### src/rtl/led_stretch_pkg.sv
// Package: shared defaults for the LED activity stretcher.
// Assumes: nothing; constants only.
package led_stretch_pkg;
    localparam int LED_DEF_SRCS   = 7;  // status lines per LED
    localparam int LED_DEF_STAGES = 3;  // stretcher depth in ticks
endpackage

### src/rtl/led_src_merge.sv
// Module: gates each status line with its enable and merges the results.
// Assumes: status and enable are synchronous to the system clock.
module led_src_merge #(
    parameter int N_SRC = 7
) (
    input  logic [N_SRC-1:0] status,
    input  logic [N_SRC-1:0] enable,
    output logic             any_act
);
    logic [N_SRC-1:0] gated;

    // Per-line qualification by its own enable bit.
    for (genvar g = 0; g < N_SRC; g++) begin : g_gate
        assign gated[g] = status[g] & enable[g];
    end

    // Merge every qualified line into one activity flag.
    assign any_act = |gated;
endmodule

### src/rtl/led_pulse_stretch.sv
// Module: stage chain filled with ones on activity; zeros shift in on tick.
// Assumes: STAGES >= 2; tick is a one-clock strobe; active-low sync reset.
module led_pulse_stretch #(
    parameter int STAGES = 3
) (
    input  logic              clk,
    input  logic              rst_n,
    input  logic              set_all,
    input  logic              tick,
    output logic [STAGES-1:0] stage_o,
    output logic              lit
);
    localparam int LAST = STAGES - 1;

    logic [STAGES-1:0] chain_q;

    // Reset clears; activity presets; the tick shifts a zero in.
    always_ff @(posedge clk) begin
        if (!rst_n) begin
            chain_q <= '0;
        end else if (set_all) begin
            chain_q <= '1;
        end else if (tick) begin
            chain_q <= {chain_q[LAST-1:0], 1'b0};
        end
    end

    // The last stage decides whether the LED is lit.
    assign lit     = chain_q[LAST];
    assign stage_o = chain_q;
endmodule

### src/rtl/led_pin_drive.sv
// Module: maps the lit state to the pin level under polarity select.
// Assumes: pol_high is quasi-static and synchronous to the system clock.
module led_pin_drive (
    input  logic lit,
    input  logic pol_high,
    output logic pin
);
    // Active-low by default; pol_high flips to active-high.
    always_comb begin
        if (pol_high) pin = lit;
        else          pin = ~lit;
    end
endmodule

### src/rtl/led_activity_stretcher.sv
// Module: top level; enable gating, merge, pulse stretcher, pin polarity.
// Assumes: tick is a one-clock strobe from an external prescaler.
module led_activity_stretcher
    import led_stretch_pkg::*;
#(
    parameter int N_SRC  = LED_DEF_SRCS,
    parameter int STAGES = LED_DEF_STAGES
) (
    input  logic             clk,
    input  logic             rst_n,
    input  logic             tick,
    input  logic [N_SRC-1:0] status,
    input  logic [N_SRC-1:0] enable,
    input  logic             pol_high,
    output logic             led_o
);
    logic              act;
    logic              lit;
    logic [STAGES-1:0] stage_q;

    led_src_merge #(.N_SRC(N_SRC)) u_merge (
        .status  (status),
        .enable  (enable),
        .any_act (act)
    );

    led_pulse_stretch #(.STAGES(STAGES)) u_stretch (
        .clk     (clk),
        .rst_n   (rst_n),
        .set_all (act),
        .tick    (tick),
        .stage_o (stage_q),
        .lit     (lit)
    );

    led_pin_drive u_drive (
        .lit      (lit),
        .pol_high (pol_high),
        .pin      (led_o)
    );
endmodule

### config.mk
export PLATFORM = sky130hd
export DESIGN_NAME = led_activity_stretcher
export DESIGN_NICKNAME = d
export VERILOG_FILES = /design/src/rtl/led_stretch_pkg.sv /design/src/rtl/led_src_merge.sv /design/src/rtl/led_pulse_stretch.sv /design/src/rtl/led_pin_drive.sv /design/src/rtl/led_activity_stretcher.sv
export SDC_FILE = /design/constraint.sdc
export NUM_CORES = 1
export LEC_CHECK = 0
export BUFFER_PORTS_ARGS = -buffer_cell sky130_fd_sc_hd__buf_4
export CAP_MARGIN = 20
export CORE_AREA = 3 3 40 42
export DETAILED_ROUTE_END_ITERATION = 8
export DIE_AREA = 0 0 43 45
export PLACE_DENSITY_LB_ADDON = 0.15
export SLEW_MARGIN = 20
export SYNTH_ARGS = -nofsm -noshare
export SYNTH_HDL_FRONTEND = slang
export SYNTH_SLANG_ARGS = --single-unit
### constraint.sdc
create_clock -name clk -period 0.8 [get_ports clk]
set_input_delay 0.04 -clock clk [delete_from_list [all_inputs] [get_ports clk]]
set_output_delay 0.04 -clock clk [all_outputs]
set_load 0.1 [all_outputs]
==> impl_results.md <==
* Outcome: complete, but fails checks
* Failing checks: setup timing
* GPL Wtd Cong at 0.555
* Tmin final at 0.951 ns
* FF-to-FF End: u_stretch.stage_o[2]$_SDFFE_PN0P_
* Inserted Diodes at 0
* I/O pin count at 19
* CP max FO at 2
* Synth Instances at 14
* Setup violators final at 1
* TritonCTS clock tree: done
* Combinational power share at 31.1%
* Clock buffer depth at 2
* Post-route ant nets at 0
* Hold WS at 0.0874 ns
* Ranking of synthesized cells by area: dfxtp_1 (40%), a41oi_1 (18%), mux2i_1 (13%), a22oi_1 (10%), a222oi_1 (6.7%)
* Syn Nets at 32
* Final Hold Viols at 0
* Worst hold path startpoint: rst_n
* Syn avg cell area at around 11 um^2
* CTS Buf Count at 3
* RSZ-0062 raised after global routing: true
* Ratio of total power to cell area at 1740 nW/um^2
* Vias in the first global route at between 200 and 250
* Clk_lat worst skew at 0.23 ns
* Crit path kind: reg2out
* Relative slew slack at between 70% and 80%
* Drt total wl at 467 um
* Tot GR Track Use at under 10%
* DR WL/cell at roughly 9.2 um
* Synth Cell Area at about 150 um^2
* Peak VDD IR at 0.000391 V
* Final setup margin at -0.151 ns
* Sequential share of power at 27.2%
* Post-route DRC at 0
* CTS root buf: clkbuf_4
* Most common cell after layout, fill and taps aside: buf_4
* # nets final at 55
* PortBufs at 18
* Worst clock skew at 0.00212 ns
* Slew Limit Fails at 0
* Die outline width at about 43 um
* Share of cells above drive strength 1 at 63.9%
* Worst-path clk slew at 0.03 ns
* Design area at 363 um^2
* Reg2reg setup slack at ~0.05 ns
* Most frequent cells in the layout: buf_4 (17), a41oi_1 (3), clkbuf_4 (3)
* Leakage power at between 0.15 and 0.2 nW
* Cell row count at 13
* Die height at around 45 um
* Clock Sinks at 3
* GR Overflow Total at 0
* Core area at ~1300 um^2
* Initial Utilization at between 10% and 20%
* Reg2reg path depth at 2
* First-pass GRT wire length at 772 um
* Die area at 1940 um^2
* Area growth from synthesis to final layout at 142%
* Largest net degree at the start of global routing at 4
* Initial antenna violation count at 0
* Max Freq at 1.05 GHz
* Starting DRT DRC Count at 2
* Crit path arrival time at slightly above 0.9 ns
* Vias/cell at 3.80
* Hold-critical path depth at 3
* Htree depth at 1
* Synth unique cells at 8
* Worst slew pin tran at between 0.4 and 0.5 ns
* Synthesized flop and latch total at 3
* Synth Warn # at 0
* Postcts setup bufs at 0
* DR pass1 iterations at 4
* Largest register FFs at 3
* Post-synth top area share at 40.0%
* Crit end category: primary output
* Fin crit share at 119%
* Worst Hold End: u_stretch.stage_o[2]$_SDFFE_PN0P_
* Startpoint Class: flip-flop
* Fill cells at 139
* Power Internal at 0.459 mW
* R2R Path Start: u_stretch.stage_o[2]$_SDFFE_PN0P_
* Seq/Total Area, Yosys at between 30% and 40%
* WP data required at about 0.76 ns
* Max-Cap Viols at 0
* Psw at 0.174 mW
* Switching portion of total power at approximately 27%
* DR vias at 194
* Hold Path Class: in2reg
* DP Area at 324 um^2
* Clock Power Share at 41.7%
* Biggest area consumer among synthesized cells: dfxtp_1
## how the worst max path moves through the flow
stage                                            startpoint  cells past startpoint                           endpoint
after floorplan           u_stretch.stage_o[2]$_SDFFE_PN0P_                      1                              led_o
after global placement                            status[4]                      3  u_stretch.stage_o[2]$_SDFFE_PN0P_
after detailed placement                          status[4]                      3  u_stretch.stage_o[1]$_SDFFE_PN0P_
after CTS                 u_stretch.stage_o[2]$_SDFFE_PN0P_                      2                              led_o
after global routing      u_stretch.stage_o[2]$_SDFFE_PN0P_                      2                              led_o
final                     u_stretch.stage_o[2]$_SDFFE_PN0P_                      2                              led_o
## timing repair
action | CTS | global route
resized for setup | 3 | 0
endpoints found under the hold margin | 0 | 0
endpoints found under the setup margin | 1 | 1
pin swaps | 0 | 0
hold buffers | 0 | 0
## cells in the mapped netlist, drive strengths merged
| master | number |
|---|---|
| a222oi | 1 |
| a22oi | 2 |
| a41oi | 3 |
| dfxtp | 3 |
| inv | 1 |
| mux2i | 2 |
| nand2b | 1 |
| xnor2 | 1 |
## area by class of cell
type / count / area, um^2 / area share, %
multi-input combinational: 10 / 105 / 29.0
inverter: 1 / 3.75 / 1.03
sequential: 3 / 61.3 / 16.9
timing repair buffer: 18 / 148 / 40.7
clock buffer: 4 / 26.3 / 7.24
tap: 15 / 18.8 / 5.17
## metrics by stage
stage / setup TNS, ns / worst slack (ns) / power, mW / util, % / cells
5_1_grt: -0.180 / -0.180 / 0.664 / 28.2 / 51
3_3_place_gp: -0.319 / -0.123 / 0.350 / 25.2 / 47
2_1_floorplan: -0.143 / -0.143 / 0.267 / - / 14
4_1_cts: -0.167 / -0.167 / 0.644 / 28.2 / 51
6_report: -0.151 / -0.151 / 0.632 / 28.2 / 51
3_5_place_dp: -0.448 / -0.148 / 0.353 / 25.2 / 47
## routing by layer
metal	vias up	GRT usage, %	wire length, um
met1	80	5.78	183
li1	103	-	-
met3	0	1.20	31
met4	0	7.23	0
met2	11	8.68	252
met5	-	0	0
## worst max-delay path, stage by stage (launching register included)
cell     delay, ns
dfxtp_2       0.36
xnor2_4       0.13
buf_12        0.19
## cells by family (layout without fill, tap and decap cells)
family                 count (synthesis)  count (layout)  synth area share (%)
AO/OA/AOI/OAI                          6               6                  34.2
XOR/XNOR                               1               1                  5.83
buffers and inverters                  1              23                  2.50
flip-flops                             3               3                  40.0
multiplexers                           2               2                  13.3
AND/OR/NAND/NOR                        1               1                  4.17
## power by group through the flow
stage	logic [mW]	clock network [mW]	registers, mW
final	0.196	0.264	0.172
after global routing	0.208	0.282	0.174
after CTS	0.198	0.274	0.172
after detailed placement	0.178	0	0.175
after global placement	0.176	0	0.174
after floorplan	0.0942	0	0.173
Note: power is estimated with default switching activity, not from simulation.
